===== src/rtl/mbist_log_pkg.sv =====
package mbist_log_pkg;

  // Strobes from control to datapath, valid for one cycle
  typedef struct packed {
    logic hit;    // qualified miscompare this cycle
    logic first;  // hit with no snapshot held yet
    logic wipe;   // clear the log
  } logStrobe_t;

endpackage


===== src/rtl/mbist_log_dp.sv =====
module mbist_log_dp
  import mbist_log_pkg::*;
#(
  parameter int NUM_ARRAYS = 8,
  parameter int DATA_W     = 65,
  parameter int LO_W       = 32,
  parameter int ADDR_W     = 17,
  parameter int SEED_W     = 4,
  parameter int PASS_W     = 4,
  parameter int PAT_W      = 6,
  parameter int PAIR_A     = 3,
  parameter int PAIR_B     = 4,
  localparam int IDX_W     = $clog2(NUM_ARRAYS),
  localparam int HI_W      = DATA_W - LO_W
) (
  input  logic              clk,
  input  logic              rstN,
  input  logic [DATA_W-1:0] rdData,
  input  logic [DATA_W-1:0] expData,
  input  logic [DATA_W-1:0] unusedMask,
  input  logic [IDX_W-1:0]  arrayIdx,
  input  logic              pairParallel,
  input  logic [ADDR_W-1:0] failAddr,
  input  logic [PAT_W-1:0]  patternCode,
  input  logic [PASS_W-1:0] passNum,
  input  logic [SEED_W-1:0] seed,
  input  logStrobe_t        strobe,
  output logic              anyMiss,
  output logic [NUM_ARRAYS-1:0] failMask,
  output logic              snapValid,
  output logic [SEED_W-1:0] snapSeed,
  output logic [ADDR_W-1:0] snapAddr,
  output logic [HI_W-1:0]   snapBits,
  output logic              snapHalf,
  output logic [PASS_W-1:0] snapPass,
  output logic [PAT_W-1:0]  snapPattern
);

  logic [DATA_W-1:0]     missVec;
  logic                  loMiss;
  logic [HI_W-1:0]       selBits;
  logic [NUM_ARRAYS-1:0] setVec;
  logic                  idxIsPair;

  assign missVec   = (rdData ^ expData) & ~unusedMask;
  assign loMiss    = |missVec[LO_W-1:0];
  assign anyMiss   = |missVec;
  assign selBits   = loMiss ? {{(HI_W-LO_W){1'b0}}, missVec[LO_W-1:0]}
                            : missVec[DATA_W-1:LO_W];
  assign idxIsPair = (arrayIdx == IDX_W'(PAIR_A)) || (arrayIdx == IDX_W'(PAIR_B));

  for (genvar gi = 0; gi < NUM_ARRAYS; gi++) begin : g_set
    localparam logic [IDX_W-1:0] MY_IDX = IDX_W'(gi);
    localparam bit IN_PAIR = (gi == PAIR_A) || (gi == PAIR_B);
    if (IN_PAIR) begin : g_pair
      assign setVec[gi] = (arrayIdx == MY_IDX) || (pairParallel && idxIsPair);
    end else begin : g_single
      assign setVec[gi] = (arrayIdx == MY_IDX);
    end
  end

  always_ff @(posedge clk or negedge rstN) begin
    if (!rstN) begin
      failMask <= '0;
    end else if (strobe.wipe) begin
      failMask <= '0;
    end else if (strobe.hit) begin
      failMask <= failMask | setVec;
    end
  end

  always_ff @(posedge clk or negedge rstN) begin
    if (!rstN) begin
      snapValid   <= 1'b0;
      snapSeed    <= '0;
      snapAddr    <= '0;
      snapBits    <= '0;
      snapHalf    <= 1'b0;
      snapPass    <= '0;
      snapPattern <= '0;
    end else if (strobe.wipe) begin
      snapValid   <= 1'b0;
      snapSeed    <= '0;
      snapAddr    <= '0;
      snapBits    <= '0;
      snapHalf    <= 1'b0;
      snapPass    <= '0;
      snapPattern <= '0;
    end else if (strobe.first) begin
      snapValid   <= 1'b1;
      snapSeed    <= seed;
      snapAddr    <= failAddr;
      snapBits    <= selBits;
      snapHalf    <= ~loMiss;
      snapPass    <= passNum;
      snapPattern <= patternCode;
    end
  end

  // mask bits only rise unless a clear is applied
  p_mask_grows_r6: assert property (@(posedge clk) disable iff (!rstN)
    !strobe.wipe |=> ((failMask & $past(failMask)) == $past(failMask)));

  // a held snapshot does not move
  p_snap_frozen_r9: assert property (@(posedge clk) disable iff (!rstN)
    (snapValid && !strobe.wipe) |=> (snapValid && $stable(snapAddr) && $stable(snapBits)
      && $stable(snapSeed) && $stable(snapPass) && $stable(snapPattern) && $stable(snapHalf)));

  // clear empties the log
  p_clear_empties_r10: assert property (@(posedge clk) disable iff (!rstN)
    strobe.wipe |=> (failMask == '0 && !snapValid));

  // a first hit always yields a snapshot
  p_first_captures_r8: assert property (@(posedge clk) disable iff (!rstN)
    strobe.first |=> snapValid);

endmodule


===== src/rtl/mbist_log_ctrl.sv =====
module mbist_log_ctrl
  import mbist_log_pkg::*;
(
  input  logic       clk,
  input  logic       rstN,
  input  logic       cfgWe,
  input  logic       cfgRtFail,
  input  logic       clearLog,
  input  logic       cmpValid,
  input  logic       anyMiss,
  input  logic       snapValid,
  output logStrobe_t strobe,
  output logic       failOut
);

  logic rtMode;
  logic hitQ;
  logic stickyQ;

  always_comb begin
    strobe.wipe  = clearLog;
    strobe.hit   = cmpValid && anyMiss && !clearLog;
    strobe.first = strobe.hit && !snapValid;
  end

  always_ff @(posedge clk or negedge rstN) begin
    if (!rstN) begin
      rtMode <= 1'b0;
    end else if (cfgWe) begin
      rtMode <= cfgRtFail;
    end
  end

  always_ff @(posedge clk or negedge rstN) begin
    if (!rstN) begin
      hitQ    <= 1'b0;
      stickyQ <= 1'b0;
    end else begin
      hitQ <= strobe.hit;
      if (strobe.wipe) begin
        stickyQ <= 1'b0;
      end else if (strobe.hit) begin
        stickyQ <= 1'b1;
      end
    end
  end

  assign failOut = rtMode ? hitQ : stickyQ;

  // in real-time mode a hit gives a pulse, no hit gives none
  p_rt_pulse_r4: assert property (@(posedge clk) disable iff (!rstN)
    (rtMode && !cfgWe && strobe.hit) |=> failOut);
  p_rt_quiet_r4: assert property (@(posedge clk) disable iff (!rstN)
    (rtMode && !cfgWe && !strobe.hit) |=> !failOut);

  // sticky fail holds until cleared
  p_sticky_hold_r5: assert property (@(posedge clk) disable iff (!rstN)
    (!rtMode && !cfgWe && failOut && !clearLog) |=> failOut);

  // an unqualified cycle produces no hit
  p_idle_nohit_r11: assert property (@(posedge clk) disable iff (!rstN)
    !cmpValid |-> !strobe.hit);

endmodule


===== src/rtl/mbist_fail_log.sv =====
module mbist_fail_log
  import mbist_log_pkg::*;
#(
  parameter int NUM_ARRAYS = 8,
  parameter int DATA_W     = 65,
  parameter int LO_W       = 32,
  parameter int ADDR_W     = 17,
  parameter int SEED_W     = 4,
  parameter int PASS_W     = 4,
  parameter int PAT_W      = 6,
  parameter int PAIR_A     = 3,
  parameter int PAIR_B     = 4,
  localparam int IDX_W     = $clog2(NUM_ARRAYS),
  localparam int HI_W      = DATA_W - LO_W
) (
  input  logic                  clk,
  input  logic                  rstN,
  input  logic                  cfgWe,
  input  logic                  cfgRtFail,
  input  logic                  clearLog,
  input  logic                  cmpValid,
  input  logic [DATA_W-1:0]     rdData,
  input  logic [DATA_W-1:0]     expData,
  input  logic [DATA_W-1:0]     unusedMask,
  input  logic [IDX_W-1:0]      arrayIdx,
  input  logic                  pairParallel,
  input  logic [ADDR_W-1:0]     failAddr,
  input  logic [PAT_W-1:0]      patternCode,
  input  logic [PASS_W-1:0]     passNum,
  input  logic [SEED_W-1:0]     seed,
  output logic                  failOut,
  output logic [NUM_ARRAYS-1:0] failMask,
  output logic                  snapValid,
  output logic [SEED_W-1:0]     snapSeed,
  output logic [ADDR_W-1:0]     snapAddr,
  output logic [HI_W-1:0]       snapBits,
  output logic                  snapHalf,
  output logic [PASS_W-1:0]     snapPass,
  output logic [PAT_W-1:0]      snapPattern
);

  logStrobe_t strobe;
  logic       anyMiss;

  mbist_log_ctrl u_ctrl (
    .clk       (clk),
    .rstN      (rstN),
    .cfgWe     (cfgWe),
    .cfgRtFail (cfgRtFail),
    .clearLog  (clearLog),
    .cmpValid  (cmpValid),
    .anyMiss   (anyMiss),
    .snapValid (snapValid),
    .strobe    (strobe),
    .failOut   (failOut)
  );

  mbist_log_dp #(
    .NUM_ARRAYS (NUM_ARRAYS),
    .DATA_W     (DATA_W),
    .LO_W       (LO_W),
    .ADDR_W     (ADDR_W),
    .SEED_W     (SEED_W),
    .PASS_W     (PASS_W),
    .PAT_W      (PAT_W),
    .PAIR_A     (PAIR_A),
    .PAIR_B     (PAIR_B)
  ) u_dp (
    .clk          (clk),
    .rstN         (rstN),
    .rdData       (rdData),
    .expData      (expData),
    .unusedMask   (unusedMask),
    .arrayIdx     (arrayIdx),
    .pairParallel (pairParallel),
    .failAddr     (failAddr),
    .patternCode  (patternCode),
    .passNum      (passNum),
    .seed         (seed),
    .strobe       (strobe),
    .anyMiss      (anyMiss),
    .failMask     (failMask),
    .snapValid    (snapValid),
    .snapSeed     (snapSeed),
    .snapAddr     (snapAddr),
    .snapBits     (snapBits),
    .snapHalf     (snapHalf),
    .snapPass     (snapPass),
    .snapPattern  (snapPattern)
  );

endmodule


===== config.mk =====
export PLATFORM = sky130hd
export DESIGN_NAME = mbist_fail_log
export DESIGN_NICKNAME = d
export VERILOG_FILES = /design/src/rtl/mbist_log_pkg.sv /design/src/rtl/mbist_log_dp.sv /design/src/rtl/mbist_log_ctrl.sv /design/src/rtl/mbist_fail_log.sv
export SDC_FILE = /design/constraint.sdc
export NUM_CORES = 1
export LEC_CHECK = 0
export CAP_MARGIN = 20
export CORE_MARGIN = 4
export CORE_UTILIZATION = 33
export CTS_CLUSTER_SIZE = 30
export DETAILED_ROUTE_END_ITERATION = 10
export PLACE_DENSITY = 0.78
export SETUP_SLACK_MARGIN = 0.3
export SLEW_MARGIN = 20
export SYNTH_ARGS = -nofsm -noshare
export SYNTH_HDL_FRONTEND = slang
export SYNTH_SLANG_ARGS = --single-unit

===== constraint.sdc =====
create_clock -name clk -period 1.75 [get_ports clk]
set_clock_uncertainty 0.15 [all_clocks]
set_input_delay 0.35 -clock clk [delete_from_list [all_inputs] [get_ports clk]]
set_output_delay 0.35 -clock clk [all_outputs]
set_load 0.1 [all_outputs]

; ---- After elaboration in Yosys (flattened, before gate mapping)
; Index checks and enable logic that the tools add are counted.
[totals]
memories = 0
romBits = 0
regBits = 77
mem_bits_rw = 0
output_inout_bits = 75
word_cells = 57
latchBits = 0
[classes]
bitwise = 5
multipliers = 0
n_div = 0
order_cmp = 0
reduce_logical = 14
mux = 20
add_sub_neg = 0
shifts = 0
n_eq_ne = 7
[ops]
columns = operator, count
row1 = $mux 33, 3
row2 = $and 65x65->65, 1
row3 = $not 65->65, 1
row4 = $reduce_or 65->1, 1
row5 = $xor 65x65->65, 1
row6 = $mux 17, 2
row7 = $reduce_or 32->1, 1
row8 = $mux 4, 4
row9 = $mux 8, 2
row10 = $eq 3x3->1 const B, 4
row11 = $mux 6, 2
row12 = $or 8x8->8, 1
row13 = $mux 1, 7
row14 = $eq 3x2->1 const B, 2
row15 = $logic_and 1x1->1, 4
row16 = $reduce_bool 2->1, 2
row17 = $eq 3x1->1 const B, 1
row18 = $logic_not 3->1, 1
row19 = $logic_or 1x1->1, 3
row20 = $logic_not 1->1, 2
row21 = $not 1->1, 1

; ---- Longest topological paths before layout
[logic_depth]
depth_word = 8
depth_mapped = 9

; ---- By module
; A second synthesis with hierarchy kept.
[hier_totals]
cells_unflattened = 460
hier_area_um2 = 4496.8
[by_module_without_submodules]
columns = mod, area_each_um2, cells_each, n_inst
row1 = mbist_log_dp, 4362.9, 449, 1
row2 = mbist_log_ctrl, 133.9, 11, 1

; ---- Worst setup path after synthesis
; OpenSTA, ideal clock, no wires.
[synth_path]
path_kind = reg-to-output
startpoint = reg u_ctrl.rtMode
endpoint = out failOut
n_path_buf = 0
arrival_ns = 2.477
path_stages_with_launch = 2
path_slack_ns = -1.227
cell_sequence = dfrtp_1 > o21ai_0
[synth_between]
elab_chain_cells = 1
[synth_lines]
columns = element, line_no
row1 = from (decl), mbist_log_ctrl.sv:16  ; logic rtMode;
row2 = from (signal assigned), mbist_log_ctrl.sv:30  ; rtMode <= cfgRtFail;
row3 = $mux 1, mbist_log_ctrl.sv:48  ; assign failOut = rtMode ? hitQ : stickyQ;
row4 = to (decl), mbist_fail_log.sv:31  ; output logic failOut,
; No other way between the ends.

; ---- Worst setup path in the final report
[layout_path]
startpoint = in unusedMask[15]
endpoint = reg u_dp.snapAddr[4]
[layout_between]
elab_chain_cells = 7
[layout_lines]
columns = element, line_no
row1 = from (decl), mbist_fail_log.sv:24  ; input logic [DATA_W-1:0] unusedMask,
row2 = $not 65->65, mbist_log_dp.sv:45  ; assign missVec = (rdData ^ expData) & ~unusedMask;
row3 = $and 65x65->65, mbist_log_dp.sv:45
row4 = $reduce_or 65->1, mbist_log_dp.sv:47  ; assign anyMiss = |missVec;
row5 = $logic_and 1x1->1 (2 in series), mbist_log_ctrl.sv:22  ; strobe.hit = cmpValid && anyMiss && !clearLog;
row6 = $logic_and 1x1->1, mbist_log_ctrl.sv:23  ; strobe.first = strobe.hit && !snapValid;
row7 = $reduce_bool 2->1 (no line), --
row8 = to (signal assigned), mbist_log_dp.sv:92  ; snapAddr <= failAddr;
row9 = to (decl), mbist_log_dp.sv:32  ; output logic [ADDR_W-1:0] snapAddr,
; No other way between the ends.
; A chain may end at the register's enable or synchronous reset.

==> impl_metrics.env <==
export IMPL_synth_compound_area_share_pct=19.9
export IMPL_grt_pass1_wl_um=40600
export IMPL_min_period_over_period_pct=142
export IMPL_finalWorstSetupSlack_ns=-0.737
export IMPL_ys_types=43
export IMPL_setup_viol=76
export IMPL_antenna_left=0
export IMPL_rsz0062_at_grt="yes"
export IMPL_fmax_mhz=402
export IMPL_antenna_found_initial=2
export IMPL_fillers=582
export IMPL_report_final_hold_viol_count=0
export IMPL_synth_fp_nets=711
export IMPL_synth_xor_area_share_pct=12.3
export IMPL_vias_per_cell=5.71
export IMPL_gp_congestion=0.931
export IMPL_rows=42
export IMPL_ioPinCount=311
export IMPL_final_nets=1237
export IMPL_leakage_nw=5.69
export IMPL_synth_largest_area_cell="dfrtp_1"
export IMPL_area_delta_synth_final_pct=157
export IMPL_synthFlopType="dfrtp_1"
export IMPL_seqPwrFrac_pct=25.7
export IMPL_cts_root_buf="clkbuf_16"
export IMPL_pre_cts_ws_ns=-1.39
export IMPL_switchingPower_mw=2.95
export IMPL_final_cell_count_no_fill=1185
export IMPL_cts_clk_slew_worst_paths_ns=0.06
export IMPL_grt_pass1_vias=7089
export IMPL_synth_cells=475
export IMPL_drive_gt1_share_pct=58.5
export IMPL_dpl_instance_area_mm2=0.00948
export IMPL_clk_insertion_delay_late_ns=0.32
export IMPL_post_route_drc_count=0
export IMPL_drtPass1Iterations=5
export IMPL_synthTopCellsByArea="dfrtp_1 42%, xnor2_1 11%, o22ai_1 5.4%, mux2_1 5.1%, nor2b_1 4.6%"
export IMPL_syn_area_mm2=0.00462
export IMPL_portBuffers=310
export IMPL_vias=6767
export IMPL_synth_simple_area_share_pct=14.1
export IMPL_use_met3_pct=7.90
export IMPL_worstPathMaxFanout=8
export IMPL_final_common_cell="buf_4"
export IMPL_place_inst=1034
export IMPL_final_util_pct=88.1
export IMPL_cp_slowest_stage_delay_ns=0.52
export IMPL_worstMarginPinSlew_ns=0.713
export IMPL_crit_type="input port to flip-flop"
export IMPL_critical_path_cell_chain="clkdlybuf4s50_1 > o2bb2ai_2 > nor4_4 > buf_4 > nand4_4 > o31ai_4 > buf_12 > buf_8 > buf_16 > mux2_4"
export IMPL_worst_path_max_delay_cell="clkdlybuf4s50_1"
export IMPL_synth_edf_count=0
export IMPL_grt_use_total_pct=33.1
export IMPL_use_met2_pct=60.3
export IMPL_worst_ep_required_time_ns=1.81
export IMPL_critPathBufInv=5
export IMPL_start_util_pct=34.3
export IMPL_synthMuxAreaShare_pct=7.80
export IMPL_finalCriticalPeriod_ns=2.49
export IMPL_power_density_mw_per_mm2=673
export IMPL_die_x_um=126
export IMPL_cts_tree="built"
export IMPL_use_met1_pct=34.2
export IMPL_wl_um=31300
export IMPL_drt_initial_drc_count=500
export IMPL_yosys_area_top_type_share_pct=41.7
export IMPL_avgSynthCellArea_um2=9.73
export IMPL_swShare_pct=36.9
export IMPL_worst_setup_path_start_kind="input port"
export IMPL_drv_slew=0
export IMPL_cp_arrival_ns=2.54
export IMPL_ys_seq_elements=77
export IMPL_ir_drop_mv=0.495
export IMPL_die_area_mm2=0.0160
export IMPL_mostFrequentLayoutCells="194 x buf_4, 84 x buf_12, 75 x dfrtp_1, 67 x dlygate4sd2_1, 51 x clkdlybuf4s50_1"
export IMPL_yosys_warnings=0
export IMPL_die_h_um=126
export IMPL_ys_seq_area_share_pct=41.7
export IMPL_slew_headroom_pct=52.5
export IMPL_outcome="complete, but fails checks"
export IMPL_synth_top_family_by_area="compound AO/OA/AOI/OAI gates"
export IMPL_tritoncts_num_buffers=9
export IMPL_grt_max_degree=78
export IMPL_post_drt_wl_per_cell_um=26.4
export IMPL_power_share_clock_pct=25.8
export IMPL_synth_fa_ha_area_share_pct=0
export IMPL_p_int_mw=5.03
export IMPL_clock_sinks=77
export IMPL_crit_family="buffers and inverters"
export IMPL_combPwrFrac_pct=48.5
export IMPL_finalPower_mw=7.98
export IMPL_crit_path_end_kind="flip-flop"
export IMPL_drv_cap=0
export IMPL_coreArea_mm2=0.0135
export IMPL_fin_area_mm2=0.0119
export IMPL_hold_class="input port to flip-flop"
export IMPL_hpwl_um=17800
export IMPL_cts_path_max_buffers=2
export IMPL_overflow=0
export IMPL_async_flop_share_pct=100
export IMPL_h_tree_depth=3
export IMPL_top_usage_layer="met2"
export IMPL_violations="negative setup slack"
-- state kept, by name, indices dropped and copies added, names as in the netlist --
register and cells:
u_dp.snapBits 33, u_dp.snapAddr 17, u_dp.failMask 8, u_dp.snapPattern 6, u_dp.snapPass 4, u_dp.snapSeed 4, u_ctrl.hitQ 1, u_ctrl.rtMode 1
u_ctrl.stickyQ 1, u_dp.snapHalf 1, u_dp.snapValid 1
-- synth_stat cells (6+ instances only) --
| library cell | instances |
|---|---|
| dfrtp_1 | 77 |
| xnor2_1 | 59 |
| a21oi_1 | 40 |
| o22ai_1 | 40 |
| nor2b_1 | 34 |
| nor2_1 | 25 |
| nand2_1 | 23 |
| o21ai_0 | 23 |
| mux2_1 | 21 |
| clkbuf_1 | 14 |
| inv_1 | 14 |
| mux2_2 | 11 |
| a22oi_1 | 9 |
| nor3_1 | 8 |
| a31o_1 | 7 |
| nand2b_1 | 7 |
| a211oi_1 | 6 |
| nor4_1 | 6 |
| o32a_1 | 6 |
| xor2_1 | 6 |
-- stage by stage --
stage / hold WS (ns) / TNS [ns]
5_1_grt: 0.338 / -52.26
2_1_floorplan: -0.0956 / -41.91
4_1_cts: 0.338 / -41.83
3_3_place_gp: 0.254 / -99.78
6_report: 0.321 / -49.81
3_5_place_dp: 0.255 / -99.07
-- layer usage --
layer | wire (µm) | vias up
li1 | - | 2769
met1 | 10400 | 3298
met2 | 16200 | 517
met3 | 2280 | 183
met4 | 2490 | 0
met5 | 0 | -
-- power groups by stage --
stage               Combinational, mW  Clock, mW  Sequential [mW]
finish                           3.87       2.06             2.05
global route                     3.96       2.17             2.06
CTS                              3.41       2.05             2.04
detailed placement               3.03          0             2.07
global placement                 2.99          0             2.06
floorplan                       0.599          0             2.85
-- timing repair --
| item | CTS | global route |
|---|---|---|
| setup buffers | 81 | 42 |
| endpoints found under the hold margin | 77 | 0 |
| gates cloned | 5 | 3 |
| resized for setup | 424 | 212 |
| pin swaps | 117 | 58 |
| hold buffers | 1 | 0 |
| endpoints found under the setup margin | 82 | 111 |
-- worst reg2reg max path: stages (launching register included) --
cell	delay, ns
dfrtp_2	0.42
inv_1	0.08
and3_1	0.30
o31ai_4	0.13
buf_12	0.16
buf_8	0.13
buf_16	0.14
a211oi_1	0.32
a211oi_2	0.05
-- final timing paths --
| kind | startpoint | end | slack (ns) | depth (start not counted) |
|---|---|---|---|---|
| max | unusedMask[15] | u_dp.snapAddr[4]$_DFFE_PN0P_ | -0.74 | 10 |
| min | expData[1] | u_dp.snapBits[1]$_DFFE_PN0P_ | 0.32 | 4 |
| max reg2reg | u_dp.snapValid$_DFFE_PN0P_ | u_dp.snapBits[8]$_DFFE_PN0P_ | -0.27 | 8 |
| min reg2reg | u_ctrl.stickyQ$_DFFE_PN0P_ | u_ctrl.stickyQ$_DFFE_PN0P_ | 0.43 | 2 |
| max in group asynchronous | rstN | u_dp.snapValid$_DFFE_PN0P_ | 0.64 | 3 |
| min in group asynchronous | rstN | u_dp.snapBits[28]$_DFFE_PN0P_ | 0.43 | 3 |
-- kinds of logic after synthesis --
kind of cell	after synthesis
flops	77
buf+inv	40
xor+xnor	65
compound gates	144
mux	32
simple gates	117
-- layout make-up --
| class | instances | area, µm² | area share [%] |
|---|---|---|---|
| repair buffers | 540 | 5570 | 47.0 |
| inverters | 15 | 56.3 | 0.475 |
| well taps | 176 | 220 | 1.86 |
| flip-flops and latches | 77 | 1930 | 16.3 |
| clock inverters | 5 | 83.8 | 0.707 |
| multi-input cells | 358 | 3750 | 31.6 |
| clock buffers | 11 | 243 | 2.05 |
| diodes | 3 | 7.51 | 0.0633 |
Note: power is estimated with default switching activity, not from simulation.
